==> src/rtl/gpio_dbf_pkg.sv <==
// Package: shared mode encoding and timer-unit lookup for the deglitch filter.
// Assumes the scale field is two bits wide and selects among four power-of-two
// tick multiples.
package gpio_dbf_pkg;

    typedef enum logic [1:0] {
        DBF_BYPASS    = 2'd0,
        DBF_BOTH      = 2'd1,
        DBF_RISE_ONLY = 2'd2,
        DBF_FALL_ONLY = 2'd3
    } dbf_mode_e;

    // Largest log2 of ticks per unit; sizes the prescaler.
    localparam int unsigned UNIT_SHIFT_MAX = 11;

    // Log2 of the number of real-time ticks in one timer unit.
    function automatic int unsigned unit_shift(input logic [1:0] sel);
        unique case (sel)
            2'd0:    return 1;
            2'd1:    return 3;
            2'd2:    return 9;
            default: return 11;
        endcase
    endfunction

    // True when a change towards new_level is subject to the timer.
    function automatic logic dir_filtered(input dbf_mode_e mode, input logic new_level);
        unique case (mode)
            DBF_BYPASS:    return 1'b0;
            DBF_BOTH:      return 1'b1;
            DBF_RISE_ONLY: return new_level;
            default:       return ~new_level;
        endcase
    endfunction

endpackage

==> src/rtl/gpio_dbf_sync.sv <==
// Module: multi-stage synchronizer for the asynchronous pad level.
// Assumes STAGES >= 2. The output is the last stage, so the latency is STAGES
// clocks. Reset clears every stage to 0.
module gpio_dbf_sync #(
    parameter int unsigned STAGES = 2
) (
    input  logic clk,
    input  logic rst_n,
    input  logic d_async,
    output logic q_sync
);
    logic [STAGES-1:0] chain_q;

    // Shift the pad level through the synchronizer chain.
    always_ff @(posedge clk) begin
        if (!rst_n) begin
            chain_q <= '0;
        end else begin
            chain_q <= {chain_q[STAGES-2:0], d_async};
        end
    end

    assign q_sync = chain_q[STAGES-1];
endmodule

==> src/rtl/gpio_dbf_prescale.sv <==
// Module: divides real-time ticks into timer units.
// unit_pulse is high in a cycle whose tick completes a unit. A clear holds the
// count at zero and suppresses the pulse. The scale select is treated as static
// while counting; the top clears the count when it changes.
module gpio_dbf_prescale
    import gpio_dbf_pkg::*;
#(
    parameter int unsigned PRE_W = UNIT_SHIFT_MAX
) (
    input  logic       clk,
    input  logic       rst_n,
    input  logic       clr,
    input  logic       tick,
    input  logic [1:0] scale,
    output logic       unit_pulse
);
    logic [PRE_W-1:0] cnt_q;
    logic [PRE_W-1:0] last_val;
    logic             at_last;

    // Terminal count for the selected unit: 2^shift - 1.
    always_comb begin
        last_val = PRE_W'((32'd1 << unit_shift(scale)) - 32'd1);
        at_last  = (cnt_q == last_val);
    end

    assign unit_pulse = tick & at_last & ~clr;

    // Count ticks within the current unit, wrapping at the terminal count.
    always_ff @(posedge clk) begin
        if (!rst_n) begin
            cnt_q <= '0;
        end else if (clr) begin
            cnt_q <= '0;
        end else if (tick) begin
            cnt_q <= at_last ? '0 : cnt_q + PRE_W'(1);
        end
    end
endmodule

==> src/rtl/gpio_dbf_timeout.sv <==
// Module: counts whole timer units up to the programmed count.
// expire is high in the cycle whose unit pulse completes the count. A count of
// zero is treated as one unit. A clear, or an expiry, returns the count to zero.
module gpio_dbf_timeout #(
    parameter int unsigned CNT_W = 4
) (
    input  logic             clk,
    input  logic             rst_n,
    input  logic             clr,
    input  logic             unit_pulse,
    input  logic [CNT_W-1:0] count_cfg,
    output logic             expire
);
    logic [CNT_W-1:0] units_q;
    logic [CNT_W-1:0] last_unit;

    // Index of the last unit; a zero setting behaves like one.
    always_comb begin
        last_unit = (count_cfg == '0) ? '0 : count_cfg - CNT_W'(1);
    end

    assign expire = unit_pulse & ~clr & (units_q == last_unit);

    // Accumulate completed units while a filtered change is pending.
    always_ff @(posedge clk) begin
        if (!rst_n) begin
            units_q <= '0;
        end else if (clr || expire) begin
            units_q <= '0;
        end else if (unit_pulse) begin
            units_q <= units_q + CNT_W'(1);
        end
    end
endmodule

==> src/rtl/gpio_deglitch.sv <==
// Module: deglitch filter for one GPIO input, timed by a real-time tick.
// Assumes rtc_tick is a single-cycle pulse already in the clk domain, and that
// the configuration is quasi-static. Any change to it restarts the timer.
// pin_level is registered in every mode, including pass-through.
module gpio_deglitch
    import gpio_dbf_pkg::*;
#(
    parameter int unsigned SYNC_STAGES = 2,
    parameter int unsigned CNT_W       = 4
) (
    input  logic             clk,
    input  logic             rst_n,
    input  logic             rtc_tick,
    input  logic             pad_in,
    input  logic [1:0]       cfg_mode,
    input  logic [1:0]       cfg_scale,
    input  logic [CNT_W-1:0] cfg_count,
    output logic             pin_raw,
    output logic             pin_level
);
    localparam int unsigned CFG_W = 4 + CNT_W;

    logic             raw_s;
    logic             lvl_q;
    logic [CFG_W-1:0] cfg_now;
    logic [CFG_W-1:0] cfg_q;
    logic             cfg_chg;
    logic             differ;
    logic             filt_dir;
    logic             pend;
    logic             tmr_clr;
    logic             unit_pulse;
    logic             expire;
    dbf_mode_e        mode;

    gpio_dbf_sync #(.STAGES(SYNC_STAGES)) u_sync (
        .clk     (clk),
        .rst_n   (rst_n),
        .d_async (pad_in),
        .q_sync  (raw_s)
    );

    // Decode the direction of a pending change and when the timer restarts.
    always_comb begin
        mode     = dbf_mode_e'(cfg_mode);
        cfg_now  = {cfg_mode, cfg_scale, cfg_count};
        cfg_chg  = (cfg_now != cfg_q);
        differ   = (raw_s != lvl_q);
        filt_dir = dir_filtered(mode, raw_s);
        pend     = differ & filt_dir;
        tmr_clr  = ~pend | cfg_chg;
    end

    gpio_dbf_prescale #(.PRE_W(UNIT_SHIFT_MAX)) u_pre (
        .clk        (clk),
        .rst_n      (rst_n),
        .clr        (tmr_clr),
        .tick       (rtc_tick),
        .scale      (cfg_scale),
        .unit_pulse (unit_pulse)
    );

    gpio_dbf_timeout #(.CNT_W(CNT_W)) u_tmo (
        .clk        (clk),
        .rst_n      (rst_n),
        .clr        (tmr_clr),
        .unit_pulse (unit_pulse),
        .count_cfg  (cfg_count),
        .expire     (expire)
    );

    // Remember the previous configuration to detect changes.
    always_ff @(posedge clk) begin
        if (!rst_n) begin
            cfg_q <= '0;
        end else begin
            cfg_q <= cfg_now;
        end
    end

    // Update the filtered level: at once when unfiltered, or when the timer expires.
    always_ff @(posedge clk) begin
        if (!rst_n) begin
            lvl_q <= 1'b0;
        end else if ((differ && !filt_dir) || expire) begin
            lvl_q <= raw_s;
        end
    end

    assign pin_raw   = raw_s;
    assign pin_level = lvl_q;
endmodule

==> config.mk <==
export PLATFORM = sky130hd
export DESIGN_NAME = gpio_deglitch
export DESIGN_NICKNAME = d
export VERILOG_FILES = /design/src/rtl/gpio_dbf_pkg.sv /design/src/rtl/gpio_dbf_sync.sv /design/src/rtl/gpio_dbf_prescale.sv /design/src/rtl/gpio_dbf_timeout.sv /design/src/rtl/gpio_deglitch.sv
export SDC_FILE = /design/constraint.sdc
export NUM_CORES = 1
export LEC_CHECK = 0
export BUFFER_PORTS_ARGS = -buffer_cell sky130_fd_sc_hd__clkbuf_2
export CAP_MARGIN = 15
export CORE_ASPECT_RATIO = 0.8
export CORE_MARGIN = 2
export CORE_UTILIZATION = 45
export DETAILED_ROUTE_END_ITERATION = 10
export PLACE_DENSITY = 0.66
export SETUP_SLACK_MARGIN = 0.2
export SLEW_MARGIN = 40
export SYNTH_ARGS = -nofsm -noshare
export SYNTH_HDL_FRONTEND = slang
export SYNTH_SLANG_ARGS = --single-unit
==> constraint.sdc <==
create_clock -name clk -period 1.9 [get_ports clk]
set_input_delay 0.57 -clock clk [delete_from_list [all_inputs] [get_ports clk]]
set_output_delay 0.57 -clock clk [all_outputs]
set_load 0.05 [all_outputs]
Yosys cells after proc, flatten, opt, wreduce, memory -nomap -nowiden --
Cells that the tools add are included. Widths: inputs -> output; s select.
Word-level totals: bits in registers 26, output and inout port bits 2, word-level logic and storage cells 41
Cells by class: shift-type cells 1, add/subtract/negate cells 4, equal/unequal tests 8, multiplexer cells 4, reduce and logical (&&, ||, !) cells 9, bitwise gates (word level) 10
Operator list (count):
- $pmux 4 s3 | 1
- $add 11x1->11 const B | 1
- $eq 11x11->1 | 1
- $mux 11 | 1
- $shl 1x4->11 const A | 1
- $sub 11x1->11 const B | 1
- $ne 8x8->1 | 1
- $and 1x1->1 | 5
- $add 4x1->4 const B | 1
- $eq 2x1->1 const B | 2
- $eq 2x2->1 const B | 2
- $eq 4x4->1 | 1
- $logic_not 2->1 | 2
- $logic_not 4->1 | 1
- $mux 4 | 1
- $not 1->1 | 4
- $reduce_or 2->1 | 2
- $sub 4x1->4 const B | 1
- $pmux 1 s3 | 1
- $logic_or 1x1->1 | 2
- $logic_and 1x1->1 | 1
- $logic_not 1->1 | 1
- $ne 1x1->1 | 1
- $or 1x1->1 | 1

Longest topological paths before layout --
Gate-level depths: netlist (run 1).
depth after elaboration 11, mapped depth 7, mapped depth without buffers 6

Modules after synthesis --
Synthesis (run 1) repeated with hierarchy kept, for this count alone.
Second synthesis, totals: cell total of the unflattened synthesis 156, area, all modules 1482.7 µm²
Modules (own cells, without submodules):
- gpio_dbf_prescale | instances 1, sequential area each 220.2 µm², cells each 68, area an instance 666.9 µm²
- gpio_deglitch | instances 1, sequential area each 180.2 µm², cells each 37, area an instance 389.1 µm²
- gpio_dbf_timeout | instances 1, sequential area each 80.1 µm², cells each 47, area an instance 374.1 µm²
- gpio_dbf_sync | instances 1, sequential area each 40.0 µm², cells each 4, area an instance 52.6 µm²

Least setup slack after synthesis (run 1) --
Ideal clock, no wire load.
kind in2reg, start input port cfg_count[1], end register lvl_q, in the netlist pin_level, required time 1.777 ns, path slack -0.143 ns, setup time 0.123 ns, arrival 1.920 ns, stages on the path 6, cells stage by stage buf_2 -> or2_1 -> o32a_1 -> a311oi_2 -> a31oi_1 -> mux2i_1
Between the ends: cells in the longest elaborated chain, start to end 7, elaborated cells between the ends (all ways) 11
RTL lines:
- from (decl) | line gpio_deglitch.sv:17 | input logic [CNT_W-1:0] cfg_count,
- branches (longest 5 deep; another with $sub 4x1->4)
- $and 1x1->1 * | line gpio_dbf_timeout.sv:22 | assign expire = unit_pulse & ~clr & (units_q == last_unit);
- $logic_or 1x1->1 * | line gpio_deglitch.sv:85 | end else if ((differ && !filt_dir) || expire) begin
- to (signal assigned) | line gpio_deglitch.sv:86 | lvl_q <= raw_s;
- to (decl) | line gpio_deglitch.sv:24 | logic lvl_q;
Mark *: on every way between the ends. A chain may end at the register's enable or synchronous reset.

Final worst setup path (run 1) --
start register u_pre.cnt_q[4], end register u_tmo.units_q[2]
Between the ends: cells in the longest elaborated chain, start to end 7
RTL lines:
- from (decl) | line gpio_dbf_prescale.sv:17 | logic [PRE_W-1:0] cnt_q;
- from (signal assigned) | line gpio_dbf_prescale.sv:36 | cnt_q <= at_last ? '0 : cnt_q + PRE_W'(1);
- $eq 11x11->1 * | line gpio_dbf_prescale.sv:24 | at_last = (cnt_q == last_val);
- $and 1x1->1 * (2 in a row) | line gpio_dbf_prescale.sv:27 | assign unit_pulse = tick & at_last & ~clr;
- $and 1x1->1 (2 in a row) | line gpio_dbf_timeout.sv:22
- $logic_or 1x1->1 | line gpio_dbf_timeout.sv:28 | end else if (clr || expire) begin
- $reduce_or 2->1 (no source line)
- to (signal assigned) | line gpio_dbf_timeout.sv:31 | units_q <= units_q + CNT_W'(1);
- to (decl) | line gpio_dbf_timeout.sv:14 | logic [CNT_W-1:0] units_q;
Mark *: on every way between the ends. The rest lies on a longest branch, timed or not.

==> out/metrics.yaml, run 1 <==
placed_cell_area_sq_um: 1609
power_frac_comb_pct: 10.7
grt_antenna_before_repair: 0
final_util_pct: 61.11
power.leakage_nw: 0.6315
wl_met1_mm: 1.362
ys_seq_area_share_pct: 37.65
ys_ff_latch: 26
grt_pass1_vias: 1079
yosys.area.top_type_share_pct: 37.65
yosys-top-cells-area: "dfxtp_1 (38%), xnor2_1 (7.0%), xor2_1 (6.3%), nand2_1 (4.6%), and2_1 (4.5%)"
hold_viol_final: 0
io_pins: 14
worst_pin_slew_ns: 0.3512
path_clk_slew_ns: 0.09
fin_crit_sh_pct: 97.05
p_switching_mw: 0.2267
worstRegToRegCells: 5
maxSlewViolCount: 0
final_cell_mix: "dfxtp_1 (25), buf_4 (19), nand2_1 (17)"
synth-main-ff-cell: "dfxtp_1"
syn-instance-count: 157
pwr-share-seq_pct: 49.8
cts_root_buffer: "clkbuf_8"
drv_cap: 0
synth.net_count: 171
hold_end: "u_sync.chain_q[1]"
max_freq_ghz: 0.5423
finalClockSkew_ns: 0.001341
design_area_sq_um: 1742
drt_pass1_iterations: 4
layout.nets: 200
end_kind: "flip-flop"
place_inst: 218
drc: 0
crit-reg2reg-capture: "u_tmo.units_q[2]"
rsz0062_at_grt: "true"
gp_congestion: 0.8536
synth-warning-count: 0
cts_sinks: 26
grt_pass1_wl_mm: 4.719
hpwl_mm: 1.992
wl_met2_mm: 1.121
cts_htree_levels: 1
route.vias.total: 1136
crit_start: "u_pre.cnt_q[4]"
outcome: "complete, no violations"
design.die.area_sq_um: 3534
design.core.area_sq_um: 2850
die_h_um: 53.58
grt_usage_pct: 17.12
start_util_pct: 48.51
setup_viol: 0
syn_area_sq_um: 1383
cts_tree: "done"
critical_path_class: "reg -> reg"
cts_buffers: 3
final_common_cell: "dfxtp_1"
dr_wl_met3_um: 91
yosysUniqueCellTypes: 39
power.density_nw_per_um2: 647.6
drive_above_1_share_pct: 29.19
cts_hold_buf: 0
reg2reg_from: "u_pre.cnt_q[4]"
wirelength_mm: 2.575
drtAntennaViolNets: 0
chipWidth_um: 65.97
synth_edf_count: 0
drt-initial-drc-count: 65
reg2reg_slack_ns: 0.06
diodes: 0
dp_worst_setup_slack_ns: -0.2289
clock_latency_ns: 0.26
start_kind: "flip-flop"
io_buffer_count: 13
critPathMaxFanout: 5
fin_cells: 223
std_cell_rows: 17
p_int_mw: 0.9011
min_from: "u_sync.chain_q[0]"
pwr-share-clk_pct: 39.5
area_growth_pct: 25.97
required_ns: 2.09
fin_ws_ns: 0.05611
grt_max_degree: 16
fin_crit_ns: 1.844
vdd_drop_max_uv: 542.0
async_reset_ff_share_pct: 0
overflow: 0
switching_share_pct: 20.10
clockBufferDepth: 2
hold_class: "reg -> reg"
vias_per_cell: 5.094
worstHoldPathCells: 1
slew_headroom_pct: 76.59
synth.avg_cell_area_sq_um: 8.806
wl_per_cell_um: 11.55
yosysTopAreaCell: "dfxtp_1"
dr.max_layer_used: "met3"
arrival_ns: 2.04
-- sequential cells by signal (all words and copies together) (netlist names) --
name / cells
cfg_q: 8
u_sync.chain_q: 2
pin_level: 1
u_pre.cnt_q: 11
u_tmo.units_q: 4
-- stage by stage --
stage / power, mW / setup TNS [ns] / hold WS, ns
finish: 1.128 / 0 / 0.4396
global route: 1.175 / -0.01580 / 0.4519
CTS: 1.140 / 0 / 0.4460
detailed placement: 0.6851 / -1.963 / 0.4243
global placement: 0.6818 / -1.314 / 0.4184
floorplan: 0.6492 / -0.07156 / 0.4119
-- worst max-delay path, cell delays in order, from the launching register on --
cell and delay [ns]:
dfxtp_1 0.32, or4_4 0.54, o22ai_4 0.13, o2111ai_4 0.15, or4b_1 0.49, a31oi_1 0.15
-- layout make-up --
cell class	count	area, sq um
clock inverters	1	30.03
clock buffers	3	41.29
fillers	261	1109
flip-flops and latches	26	521.8
repair buffers	31	211.5
inverters	2	7.507
multi-input cells	122	882.1
well taps	38	47.55
-- metal layers --
layer  track usage (%)  vias up
met5                 0        -
met4             2.381        0
met3             4.603        0
met2             26.77       13
met1             24.48      523
li1                  -      600
-- worst max-delay path by stage --
stage | to | slack, ns | depth (start not counted)
final | u_tmo.units_q[2] | 0.06 | 5
after global routing | u_tmo.units_q[2] | -0.02 | 5
after CTS | u_tmo.units_q[2] | 0.05 | 5
after detailed placement | u_tmo.units_q[2] | -0.23 | 7
after global placement | u_tmo.units_q[2] | -0.16 | 6
after floorplan | u_tmo.units_q[2] | -0.07 | 7
-- logic make-up after synthesis --
| logic type | share of synthesized area (%) |
|---|---|
| AO/OA/AOI/OAI | 11.76 |
| XOR/XNOR | 13.30 |
| adder cells (fa/ha/maj) | 1.810 |
| buffers and inverters | 3.439 |
| flip-flops | 37.65 |
| multiplexers | 2.172 |
| AND/OR/NAND/NOR | 29.87 |
-- cells in the mapped netlist, types with 2 or more instances --
| cell | n |
|---|---|
| a21oi_1 | 8 |
| a31oi_1 | 2 |
| and2_1 | 10 |
| buf_2 | 3 |
| clkbuf_1 | 3 |
| dfxtp_1 | 26 |
| ha_1 | 2 |
| inv_1 | 2 |
| mux2i_1 | 3 |
| nand2_1 | 17 |
| nand3_1 | 6 |
| nand3b_1 | 3 |
| nand4_1 | 5 |
| nor2_1 | 16 |
| nor2b_1 | 4 |
| o21ai_0 | 2 |
| or3_1 | 4 |
| xnor2_1 | 11 |
| xor2_1 | 10 |
-- power groups by stage --
stage	clock network [mW]	registers (mW)	logic, mW
2_1_floorplan	0	0.579	0.0707
3_3_place_gp	0	0.574	0.108
3_5_place_dp	0	0.574	0.111
4_1_cts	0.460	0.562	0.118
5_1_grt	0.479	0.563	0.133
6_report	0.446	0.561	0.121
-- what timing repair did --
item | CTS | global route
gates resized for setup | 7 | 10
pin swaps | 5 | 4
setup buffers | 1 | 0
endpoints found under the setup margin | 16 | 16
No activity file was read; power rests on OpenSTA's default activity.
==> inputs of run 2 (changes only) <==
--- a/config.mk
+++ b/config.mk
@@ -16,4 +16,5 @@
 export SLEW_MARGIN = 40
 export SYNTH_ARGS = -nofsm -noshare
 export SYNTH_HDL_FRONTEND = slang
+export SYNTH_HIERARCHICAL = 1
 export SYNTH_SLANG_ARGS = --single-unit
==> run 2 against run 1 <==
The run now ends with setup timing left. Critical path depth up 7. Largest power group unchanged. Clock power down 19%. Global-route usage up 2.1 points. Cell area up 14%. Largest cell class unchanged.
==> out/metrics.yaml, run 2 <==
outcome: "complete, but fails checks"
violations: "setup timing"
grt_pass1_vias: 1332  # +23%
arrival_ns: 2.53  # +0.49 ns
worst_pin_slew_ns: 0.3329  # -0.01831 ns
synth-warning-count: 6  # +6
syn-instance-count: 156  # -0.64%
final_cell_mix: "buf_4 (28), dfxtp_1 (24), xor2_1 (14)"
area_growth_pct: 34.18
drv_cap: 0  # unchanged
chipWidth_um: 68.18  # +3.3%
overflow: 0  # unchanged
drtAntennaViolNets: 0  # unchanged
hold_class: "reg -> reg"
finalClockSkew_ns: 0.007893  # +0.006553 ns
power.leakage_nw: 0.8274  # +31%
drive_above_1_share_pct: 40.59  # +11 points
io_buffer_count: 13  # unchanged
wl_per_cell_um: 13.97  # +21%
p_switching_mw: 0.2429  # +7.1%
final_common_cell: "buf_4"
yosysUniqueCellTypes: 47  # +21%
power_frac_comb_pct: 11.3  # +0.6 points
crit_chain: "clkbuf_4 -> xor2_1 -> nor3_1 -> o211ai_1 -> and4b_2 -> nand2b_1 -> a221oi_2 -> and4_4 -> and2_4 -> nor2b_1 -> o21ai_1 -> a21boi_1"
power_mw: 1.043  # -7.6%
synth_edf_count: 0  # unchanged
pwr-share-seq_pct: 54.0  # +4.2 points
design.die.area_sq_um: 3773  # +6.7%
power.density_nw_per_um2: 524.1  # -19%
yosysTopAreaCell: "dfxtp_1"
grt_antenna_before_repair: 0  # unchanged
grt_max_degree: 15  # -1
die_h_um: 55.34  # +3.3%
end_kind: "flip-flop"
yosys-top-cells-area: "dfxtp_1 (35%), xor2_1 (8.9%), and2_1 (5.5%), nor3_2 (5.4%), xnor2_1 (4.1%)"
fin_crit_sh_pct: 123.9  # +27 points
critPathMaxFanout: 8  # +3
syn_area_sq_um: 1483  # +7.2%
critical_path_class: "in -> reg"
setup_viol: 12  # +12
synth-main-ff-cell: "dfxtp_1"
final_util_pct: 64.01  # +2.9 points
std_cell_rows: 18  # +1
fin_crit_ns: 2.354  # +0.5105 ns
largestRegisters: "u_pre/cnt_q: 11 flops, cfg_q: 8 flops, u_tmo/units_q: 4 flops"
path_clk_slew_ns: 0.09  # about the same
hold_viol_final: 0  # unchanged
yosys.area.top_type_share_pct: 35.11  # -2.5 points
top_register: "u_pre/cnt_q"
maxSlewViolCount: 0  # unchanged
crit_slowest_cell: "and4b_2"
cts_buffers: 3  # unchanged
cts_htree_levels: 1  # unchanged
drc: 0  # unchanged
tns_ns: -1.825  # -1.825 ns
hpwl_mm: 2.394  # +20%
cts_hold_buf: 0  # unchanged
design.core.area_sq_um: 3108  # +9.0%
fin_ws_ns: -0.4544  # -0.5105 ns
io_pins: 14  # unchanged
layout.nets: 217  # +8.5%
switching_share_pct: 23.29  # +3.2 points
route.vias.total: 1312  # +15%
synth.avg_cell_area_sq_um: 9.504  # +7.9%
cts_root_buffer: "clkbuf_8"
diodes: 0  # unchanged
synth_most_common_cell: "dfxtp_1"
path_buf_inv: 1  # +1
synth.net_count: 170  # -0.58%
clockBufferDepth: 2  # unchanged
pwr-share-clk_pct: 34.7  # -4.8 points
slew_headroom_pct: 77.62  # +1.0 points
max_freq_ghz: 0.4247  # -22%
vdd_drop_max_uv: 303.6  # -44%
wirelength_mm: 3.381  # +31%
max_stage_delay_ns: 0.33  # -0.21 ns
cts_sinks: 26  # unchanged
largest_register_ffs: 11  # unchanged
ys_ff_latch: 26  # unchanged
critPathTopFamily: "simple AND/OR/NAND/NOR gates"
cts_tree: "done"
drt-initial-drc-count: 46  # -29%
gp_congestion: 0.8031  # -5.9%
required_ns: 2.07  # -0.02 ns
start_kind: "primary input"
grt_usage_pct: 19.21  # +2.1 points
grt_pass1_wl_mm: 5.582  # +18%
vias_per_cell: 5.421  # +6.4%
p_int_mw: 0.7997  # -11%
clock_latency_ns: 0.28  # +0.02 ns
rsz0062_at_grt: "true"
drt_pass1_iterations: 4  # unchanged
synth_common_cells: "dfxtp_1 (26), xor2_1 (15), and2_1 (13), nand2_1 (8), nor3_2 (8)"
start_util_pct: 47.71  # -0.80 points
ys_seq_area_share_pct: 35.11  # -2.5 points
async_reset_ff_share_pct: 0  # unchanged
## run 2: cell types whose count changed after synthesis, moves of 4 or more
cell,before,now
a21oi_1,8,4
nor2_1,16,6
xnor2_1,11,7
nand2_1,17,8
xor2_1,10,15
nor3_1,0,4
or3_1,4,0
nor3_2,0,8
## run 2: path summary, 6_finish.rpt
| path | from | endpoint | slack, ns | cells after the start |
|---|---|---|---|---|
| max | cfg_scale[1] | pin_level | -0.45 | 12 |
| min | u_sync/chain_q[0] | u_sync/chain_q[1] | 0.45 | 1 |
| max reg2reg | cfg_q[1] | pin_level | -0.39 | 11 |
| min reg2reg | u_sync/chain_q[0] | u_sync/chain_q[1] | 0.45 | 1 |
## run 2: through the flow
| step | hold WS (ns) | worst slack (ns) | std cells | area (sq um) |
|---|---|---|---|---|
| 6_report | 0.4516 | -0.4544 | 242 | 1989 |
| 5_1_grt | 0.4678 | -0.5187 | 242 | 1989 |
| 4_1_cts | 0.4565 | -0.3911 | 242 | 1933 |
| 3_5_place_dp | 0.4314 | -0.7096 | 233 | 1799 |
| 3_3_place_gp | 0.4202 | -0.5905 | 233 | 1799 |
| 2_1_floorplan | 0.4118 | -0.4978 | 156 | 1499 |
## run 2: power by group through the flow
stage / Combinational, mW / Sequential [mW] / Clock [mW]
final: 0.118 / 0.563 / 0.361
after global routing: 0.129 / 0.565 / 0.405
after CTS: 0.110 / 0.563 / 0.377
after detailed placement: 0.107 / 0.576 / 0
after global placement: 0.103 / 0.575 / 0
after floorplan: 0.0474 / 0.580 / 0
## run 2: logic make-up after synthesis
group	share of synthesized area (%)
xor+xnor	13.00
compound gates	11.31
simple gates	34.60
buf+inv	2.869
flops	35.11
fa+ha+maj	1.687
mux	1.435
## run 2: what timing repair did
action | 4_1_cts | 5_1_grt
gates resized for setup | 6 | 16
gates cloned | 1 | 0
setup endpoints to repair | 13 | 16
setup buffers | 4 | 0
pin swaps | 5 | 8
## run 2: cell type report
class                   count  area [sq um]
well taps                  40         50.05
repair buffers             47         380.4
inverters                   2         7.507
clock buffers               4         55.05
fillers                   256          1119
flip-flops and latches     26         523.0
multi-input cells         123         973.4
## run 2: layer usage
layer / wire, um / vias up / track usage (%)
met3: 142 / 6 / 5.703
met5: 0 / - / 0
met2: 1601 / 26 / 32.18
li1: - / 657 / -
met4: 40 / 0 / 5.143
met1: 1596 / 623 / 23.55
